**src/rtl/spi_regbank_pkg.sv**
```systemverilog
package spi_regbank_pkg;

    // Transfer phase within one chip-enable frame.
    typedef enum logic [1:0] {
        PH_CMD    = 2'd0,
        PH_WRITE  = 2'd1,
        PH_READ   = 2'd2,
        PH_IGNORE = 2'd3
    } xfer_phase_e;

    // Synchronised pin view handed from the front end to the engine.
    typedef struct packed {
        logic cs;
        logic mosi;
        logic rise;
        logic fall;
    } pin_view_t;

endpackage

```
**src/rtl/spi_pin_sync.sv**
```systemverilog
module spi_pin_sync #(
    parameter int unsigned STAGES = 2
) (
    input  logic                          clk,
    input  logic                          rst_n,
    input  logic                          sclk_i,
    input  logic                          cs_i,
    input  logic                          mosi_i,
    output spi_regbank_pkg::pin_view_t    pins_o
);
    localparam int unsigned LAST = STAGES - 1;

    typedef struct packed {
        logic [STAGES-1:0] sclk_pipe;
        logic [STAGES-1:0] cs_pipe;
        logic [STAGES-1:0] mosi_pipe;
        logic              sclk_prev;
    } sync_t;

    sync_t s_d, s_q;

    always_comb begin
        s_d = s_q;
        s_d.sclk_pipe = {s_q.sclk_pipe[STAGES-2:0], sclk_i};
        s_d.cs_pipe   = {s_q.cs_pipe[STAGES-2:0], cs_i};
        s_d.mosi_pipe = {s_q.mosi_pipe[STAGES-2:0], mosi_i};
        s_d.sclk_prev = s_q.sclk_pipe[LAST];
    end

    always_ff @(posedge clk or negedge rst_n) begin
        if (!rst_n) begin
            s_q <= '0;
        end else begin
            s_q <= s_d;
        end
    end

    always_comb begin
        pins_o.cs   = s_q.cs_pipe[LAST];
        pins_o.mosi = s_q.mosi_pipe[LAST];
        pins_o.rise = s_q.sclk_pipe[LAST] & ~s_q.sclk_prev;
        pins_o.fall = ~s_q.sclk_pipe[LAST] & s_q.sclk_prev;
    end

endmodule

```
**src/rtl/spi_reg_array.sv**
```systemverilog
module spi_reg_array #(
    parameter int unsigned DATA_W = 8,
    parameter int unsigned ADDR_W = 4
) (
    input  logic              clk,
    input  logic              rst_n,
    input  logic              wr_en_i,
    input  logic [ADDR_W-1:0] wr_addr_i,
    input  logic [DATA_W-1:0] wr_data_i,
    input  logic [ADDR_W-1:0] ser_addr_i,
    output logic [DATA_W-1:0] ser_data_o,
    input  logic [ADDR_W-1:0] host_addr_i,
    output logic [DATA_W-1:0] host_data_o
);
    localparam int unsigned DEPTH = 1 << ADDR_W;

    logic [DATA_W-1:0] mem_d [DEPTH];
    logic [DATA_W-1:0] mem_q [DEPTH];

    for (genvar gi = 0; gi < DEPTH; gi++) begin : g_cell
        always_comb begin
            mem_d[gi] = mem_q[gi];
            if (wr_en_i && (wr_addr_i == ADDR_W'(gi))) begin
                mem_d[gi] = wr_data_i;
            end
        end

        always_ff @(posedge clk or negedge rst_n) begin
            if (!rst_n) begin
                mem_q[gi] <= '0;
            end else begin
                mem_q[gi] <= mem_d[gi];
            end
        end
    end

    assign ser_data_o  = mem_q[ser_addr_i];
    assign host_data_o = mem_q[host_addr_i];

endmodule

```
**src/rtl/spi_cmd_engine.sv**
```systemverilog
module spi_cmd_engine #(
    parameter int unsigned DATA_W   = 8,
    parameter int unsigned ADDR_W   = 4,
    parameter logic [2:0]  SUB_CODE = 3'b001
) (
    input  logic                          clk,
    input  logic                          rst_n,
    input  spi_regbank_pkg::pin_view_t    pins_i,
    input  logic [DATA_W-1:0]             rd_data_i,
    output logic [ADDR_W-1:0]             ptr_o,
    output logic                          wr_en_o,
    output logic [ADDR_W-1:0]             wr_addr_o,
    output logic [DATA_W-1:0]             wr_data_o,
    output logic                          tx_bit_o,
    output logic                          drive_o,
    output logic [$clog2(DATA_W)-1:0]     bit_cnt_o
);
    import spi_regbank_pkg::*;

    localparam int unsigned CNT_W   = $clog2(DATA_W);
    localparam int unsigned MSB     = DATA_W - 1;
    localparam int unsigned SUB_W   = DATA_W - 1 - ADDR_W;
    localparam int unsigned SUB_LSB = ADDR_W;
    localparam logic [CNT_W-1:0] LAST_BIT = CNT_W'(DATA_W - 1);

    typedef struct packed {
        xfer_phase_e       phase;
        logic [CNT_W-1:0]  bit_cnt;
        logic [DATA_W-1:0] rx_sh;
        logic [ADDR_W-1:0] ptr;
        logic [DATA_W-1:0] tx_sh;
        logic              tx_bit;
        logic              drive;
        logic              wr_en;
        logic [ADDR_W-1:0] wr_addr;
        logic [DATA_W-1:0] wr_data;
    } eng_t;

    eng_t e_d, e_q;
    logic [DATA_W-1:0] rx_full;
    logic              byte_last;
    logic              sub_ok;

    always_comb begin
        e_d       = e_q;
        e_d.wr_en = 1'b0;
        rx_full   = {e_q.rx_sh[DATA_W-2:0], pins_i.mosi};
        byte_last = (e_q.bit_cnt == LAST_BIT);
        sub_ok    = (rx_full[SUB_LSB +: SUB_W] == SUB_W'(SUB_CODE));

        if (!pins_i.cs) begin
            e_d.phase   = PH_CMD;
            e_d.bit_cnt = '0;
            e_d.drive   = 1'b0;
            e_d.tx_bit  = 1'b0;
        end else begin
            if (pins_i.rise) begin
                e_d.rx_sh   = rx_full;
                e_d.bit_cnt = byte_last ? '0 : e_q.bit_cnt + 1'b1;
                if (byte_last) begin
                    unique case (e_q.phase)
                        PH_CMD: begin
                            if (sub_ok) begin
                                e_d.phase = rx_full[MSB] ? PH_READ : PH_WRITE;
                                e_d.ptr   = rx_full[ADDR_W-1:0];
                            end else begin
                                e_d.phase = PH_IGNORE;
                            end
                        end
                        PH_WRITE: begin
                            e_d.wr_en   = 1'b1;
                            e_d.wr_addr = e_q.ptr;
                            e_d.wr_data = rx_full;
                            e_d.ptr     = e_q.ptr + 1'b1;
                        end
                        PH_READ: begin
                            e_d.ptr = e_q.ptr + 1'b1;
                        end
                        default: begin
                            e_d.phase = PH_IGNORE;
                        end
                    endcase
                end
            end

            if (pins_i.fall && (e_q.phase == PH_READ)) begin
                e_d.drive = 1'b1;
                if (e_q.bit_cnt == '0) begin
                    e_d.tx_bit = rd_data_i[MSB];
                    e_d.tx_sh  = {rd_data_i[DATA_W-2:0], 1'b0};
                end else begin
                    e_d.tx_bit = e_q.tx_sh[MSB];
                    e_d.tx_sh  = {e_q.tx_sh[DATA_W-2:0], 1'b0};
                end
            end
        end
    end

    always_ff @(posedge clk or negedge rst_n) begin
        if (!rst_n) begin
            e_q <= '{phase: PH_CMD, default: '0};
        end else begin
            e_q <= e_d;
        end
    end

    assign ptr_o     = e_q.ptr;
    assign wr_en_o   = e_q.wr_en;
    assign wr_addr_o = e_q.wr_addr;
    assign wr_data_o = e_q.wr_data;
    assign tx_bit_o  = e_q.tx_bit;
    assign drive_o   = e_q.drive;
    assign bit_cnt_o = e_q.bit_cnt;

endmodule

```
**src/rtl/spi_regbank_slave.sv**
```systemverilog
module spi_regbank_slave #(
    parameter int unsigned DATA_W   = 8,
    parameter int unsigned ADDR_W   = 4,
    parameter logic [2:0]  SUB_CODE = 3'b001
) (
    input  logic              clk,
    input  logic              rst_n,
    input  logic              sclk_i,
    input  logic              cs_i,
    input  logic              mosi_i,
    output logic              miso_o,
    output logic              miso_oe_o,
    input  logic [ADDR_W-1:0] host_addr_i,
    output logic [DATA_W-1:0] host_data_o
);
    localparam int unsigned CNT_W = $clog2(DATA_W);

    spi_regbank_pkg::pin_view_t pins;
    logic [DATA_W-1:0] rd_data;
    logic [ADDR_W-1:0] ptr;
    logic              wr_en;
    logic [ADDR_W-1:0] wr_addr;
    logic [DATA_W-1:0] wr_data;
    logic              tx_bit;
    logic              drive;
    logic [CNT_W-1:0]  bit_cnt;

    spi_pin_sync #(.STAGES(2)) i_sync (
        .clk    (clk),
        .rst_n  (rst_n),
        .sclk_i (sclk_i),
        .cs_i   (cs_i),
        .mosi_i (mosi_i),
        .pins_o (pins)
    );

    spi_cmd_engine #(
        .DATA_W   (DATA_W),
        .ADDR_W   (ADDR_W),
        .SUB_CODE (SUB_CODE)
    ) i_engine (
        .clk       (clk),
        .rst_n     (rst_n),
        .pins_i    (pins),
        .rd_data_i (rd_data),
        .ptr_o     (ptr),
        .wr_en_o   (wr_en),
        .wr_addr_o (wr_addr),
        .wr_data_o (wr_data),
        .tx_bit_o  (tx_bit),
        .drive_o   (drive),
        .bit_cnt_o (bit_cnt)
    );

    spi_reg_array #(
        .DATA_W (DATA_W),
        .ADDR_W (ADDR_W)
    ) i_regs (
        .clk         (clk),
        .rst_n       (rst_n),
        .wr_en_i     (wr_en),
        .wr_addr_i   (wr_addr),
        .wr_data_i   (wr_data),
        .ser_addr_i  (ptr),
        .ser_data_o  (rd_data),
        .host_addr_i (host_addr_i),
        .host_data_o (host_data_o)
    );

    // Gate with the raw chip enable so the line is released at once.
    assign miso_oe_o = drive & cs_i;
    assign miso_o    = tx_bit & miso_oe_o;

endmodule

```
**config.mk**
```make
export PLATFORM = sky130hd
export DESIGN_NAME = spi_regbank_slave
export DESIGN_NICKNAME = d
export VERILOG_FILES = /design/src/rtl/spi_regbank_pkg.sv /design/src/rtl/spi_pin_sync.sv /design/src/rtl/spi_reg_array.sv /design/src/rtl/spi_cmd_engine.sv /design/src/rtl/spi_regbank_slave.sv
export SDC_FILE = /design/constraint.sdc
export NUM_CORES = 1
export LEC_CHECK = 0
export ABC_CLOCK_PERIOD_IN_PS = 4650
export BUFFER_PORTS_ARGS = -buffer_cell sky130_fd_sc_hd__buf_2
export CORE_MARGIN = 4
export CORE_UTILIZATION = 50
export CTS_CLUSTER_DIAMETER = 120
export DETAILED_ROUTE_END_ITERATION = 12
export GPL_ROUTABILITY_DRIVEN = 0
export PLACE_DENSITY = 0.66
export SETUP_SLACK_MARGIN = 0.15
export SYNTH_ARGS = -nofsm -noshare
export SYNTH_HDL_FRONTEND = slang
export SYNTH_SLANG_ARGS = --single-unit
```
**constraint.sdc**
```tcl
create_clock -name clk -period 4.65 [get_ports clk]
set_clock_uncertainty 0.15 [all_clocks]
set_input_delay 0.2325 -clock clk [delete_from_list [all_inputs] [get_ports clk]]
set_output_delay 0.2325 -clock clk [all_outputs]
set_load 0.01 [all_outputs]
```
==> run summary <==
================================================================================
Worst Max-Slew Pin Slew ...........................................      1240 ps
Standard cell core area ........................................... 0.0173 sq mm
Post-detailed-route via-to-cell ratio .............................         6.41
Most numerous cell on the critical path ........................... sky130_fd_sc_hd__buf_2
Yosys reg bits ....................................................          173
Post-Synthesis Mean Instance Area .................................   14.8 sq um
IO buf count ......................................................           18
Area overhead of the layout relative to synthesis .................        9.97%
RSZ-0062 raised after global routing ..............................        false
Post-route minimum period .........................................      2730 ps
Top fanout value on the critical path .............................           32
Via count of the first global-routing pass ........................         5753
Inserted Clock Buffers ............................................           17
First-pass GRT wire length ........................................     34300 um
Synth Instances ...................................................          596
Largest stage delay on the critical path ..........................       770 ps
Clock buffer depth ................................................            2
Relative contribution of sequential cells to total power ..........        49.5%
Total internal power ..............................................      2.47 mW
Clock tree from TritonCTS .........................................         done
Accumulated negative setup slack ..................................         0 ps
Share of synthesized flip-flops with an asynchronous set or reset .         100%
Worst EP required .................................................      4270 ps
Max Clock Freq ....................................................      366 MHz
Top library cells by usage in the layout, fill and taps aside ..... sky130_fd_sc_hd__dfrtp_1 (172), sky130_fd_sc_hd__mux2_2 (146), sky130_fd_sc_hd__mux4_2 (43), sky130_fd_sc_hd__mux4_1 (21), sky130_fd_sc_hd__nor2_1 (18)
Die span in y .....................................................       141 um
Kind of path behind the tightest hold check .......................   reg -> reg
Overflow left after global routing ................................            0
Initial antenna violation count ...................................            0
Outcome ........................................................... complete, no violations
Relative slew margins .............................................        16.7%
Proportion of synthesized chip area in sequential cells ...........        48.9%
Main synth FF type ................................................ sky130_fd_sc_hd__dfrtp_1
H-Tree Depth ......................................................            4
Static leakage ....................................................      4.49 nW
Combinational fraction of design power ............................         3.7%
Kind of end point of the critical path ............................ primary output
Clk_lat worst skew ................................................       430 ps
Fraction of layout instances using a drive strength above 1 .......        40.4%
IO Pins ...........................................................           19
Antenna diode instance count ......................................            0
Max-slew violation total from the final report ....................            0
Initial Utilization ...............................................        51.1%
Share of the clock period used by the worst path after layout .....        58.8%
Critical path class ...............................................    in -> out
Routed wirelength normalized by instance count ....................      25.6 um
Length of the first detailed-routing pass in iterations ...........            6
Number of max-cap violations ......................................            0
Cell-by-cell trace of the critical path ........................... buf_2 > mux4_1 > mux4_2 > buf_2
Root buffer selected by CTS ....................................... sky130_fd_sc_hd__clkbuf_16
Power density relative to cell area ...............................  325 mW/mm^2
Cell at the slowest stage of the critical path .................... sky130_fd_sc_hd__buf_2
DRC Markers .......................................................            0
Distinct cell type count after synthesis ..........................           46
Via count of the routed design ....................................         5391
Width of the die ..................................................       141 um
Post-Route Utilization ............................................        56.2%
Initial DRC Count .................................................          406
Most common library cell in the layout ignoring fill and taps ..... sky130_fd_sc_hd__dfrtp_1
CP startpoint kind ................................................ primary input
Global router's overall resource usage ............................        23.0%
Area of the die ................................................... 0.0199 sq mm
Routed Antenna Nets ...............................................            0
Crit path arrival time ............................................      2350 ps
Fill cell count ...................................................         1395
Minimum hold slack ................................................       203 ps
Mapped Area ....................................................... 0.00885 sq mm
Fraction of power consumed by the clock network ...................        46.9%
WL final ..........................................................     21500 um
Final count of negative-setup-slack endpoints .....................            0
Switching share of power ..........................................        21.8%
Fin. Hold Viols ...................................................            0
Net count, final ..................................................          622
Number of warning messages in the yosys log .......................            0
Synthesized netlist net count .....................................          613
Pin count of the biggest net entering global routing ..............           97
Psw ...............................................................     0.691 mW
Worst vdd ir ......................................................       268 uV
Post-DP HPWL ......................................................     13900 um
Total clock sinks .................................................          173
Clock transition at path regs .....................................        70 ps
Site Rows .........................................................           48
Number of enable flip-flop cells after synthesis ..................            0
================================================================================
## cells by family after synthesis
| logic type | after synthesis | synth area share [%] |
|---|---|---|
| mux | 227 | 37.7 |
| simple gates | 84 | 5.08 |
| fa+ha+maj | 8 | 1.13 |
| buf+inv | 51 | 3.01 |
| flops | 173 | 48.9 |
| compound gates | 53 | 4.14 |
## per-stage QoR
stage	total power, mW	instance area (sq um)	cells	worst slack (ps)
final	3.17	9730	841	1920
after global routing	3.27	9730	841	1800
after CTS	3.19	9730	841	1900
after detailed placement	1.71	9090	807	1910
after global placement	1.70	9090	807	1960
after floorplan	1.65	8850	596	2760
## path summary, 6_finish.rpt
| path | start | to | slack [ps] | cells past startpoint |
|---|---|---|---|---|
| setup / recovery | host_addr_i[0] | host_data_o[5] | 1920 | 4 |
| hold / removal | i_sync.s_d[6] | i_sync.s_d[0] | 200 | 0 |
| min in group asynchronous | rst_n | i_regs.mem_q[108] | 330 | 2 |
| max in group asynchronous | rst_n | i_regs.mem_q[47] | 3070 | 3 |
| hold reg to reg | i_sync.s_d[6] | i_sync.s_d[0] | 200 | 0 |
| setup reg to reg | i_engine.ptr_o[0] | i_engine.e_q[19] | 2090 | 4 |
## flip-flops by register name, indices dropped and copies added, names as in the netlist
signal	count
i_regs.mem_q	128
i_engine.ptr_o	4
i_engine.e_q	16
i_engine.bit_cnt_o	3
i_engine.tx_bit_o	1
i_engine.wr_data_o	8
i_sync.pins_o	2
i_sync.s_d	4
i_engine.drive_o	1
i_engine.wr_addr_o	4
i_engine.wr_en_o	1
i_sync.s_q	1
## synth_stat cells, types with 6 or more instances
cell                         n  area (sq um)
sky130_fd_sc_hd__a22oi_1     6          45.0
sky130_fd_sc_hd__a31oi_1     8          50.1
sky130_fd_sc_hd__buf_2      10          50.1
sky130_fd_sc_hd__clkbuf_1   23          86.3
sky130_fd_sc_hd__dfrtp_1   173          4330
sky130_fd_sc_hd__ha_1        8           100
sky130_fd_sc_hd__inv_1       7          26.3
sky130_fd_sc_hd__mux2_2    146          1640
sky130_fd_sc_hd__mux2i_1    17           170
sky130_fd_sc_hd__mux4_1     21           552
sky130_fd_sc_hd__mux4_2     43           968
sky130_fd_sc_hd__nand2_1    17          63.8
sky130_fd_sc_hd__nand2b_1    7          43.8
sky130_fd_sc_hd__nand3_1     7          35.0
sky130_fd_sc_hd__nor2_1     18          67.6
sky130_fd_sc_hd__nor2b_1    11          68.8
sky130_fd_sc_hd__o21ai_0    14          70.1
sky130_fd_sc_hd__or3_1       7          43.8
## area by class of cell
| class | instances | area, sq um | area share, % |
|---|---|---|---|
| repair buffers | 34 | 239 | 2.46 |
| multi-input cells | 372 | 4250 | 43.7 |
| flip-flops and latches | 173 | 4330 | 44.5 |
| clock inverters | 11 | 168 | 1.72 |
| well taps | 225 | 282 | 2.89 |
| clock buffers | 19 | 433 | 4.45 |
| inverters | 7 | 26.3 | 0.270 |
## power by group through the flow
stage                     sequential, mW  combinational (mW)  clock [mW]
after floorplan                     1.58              0.0738           0
after global placement              1.59               0.112           0
after detailed placement            1.59               0.116           0
after CTS                           1.57               0.120        1.51
after global routing                1.57               0.130        1.57
final                               1.57               0.116        1.48
## worst max-delay path: cells and delay by family
family	cells	cell delay, ps
multiplexers	2	1160
buffers and inverters	2	930
## layer usage
layer | up-vias | share of wire (%) | GRT usage [%]
met5 | - | 0 | 0
met4 | 0 | 2.1 | 6.83
met3 | 41 | 6.2 | 5.46
met2 | 185 | 49 | 37.1
met1 | 2859 | 43 | 31.3
li1 | 2306 | - | -
## repair_timing
| item | 4_1_cts | 5_1_grt |
|---|---|---|
| endpoints found under the hold margin | 98 | 0 |
| hold buffers | 4 | 0 |
| setup buffers | 0 | 0 |
| gates resized for setup | 0 | 0 |
Power figures use the tool's default switching activity.
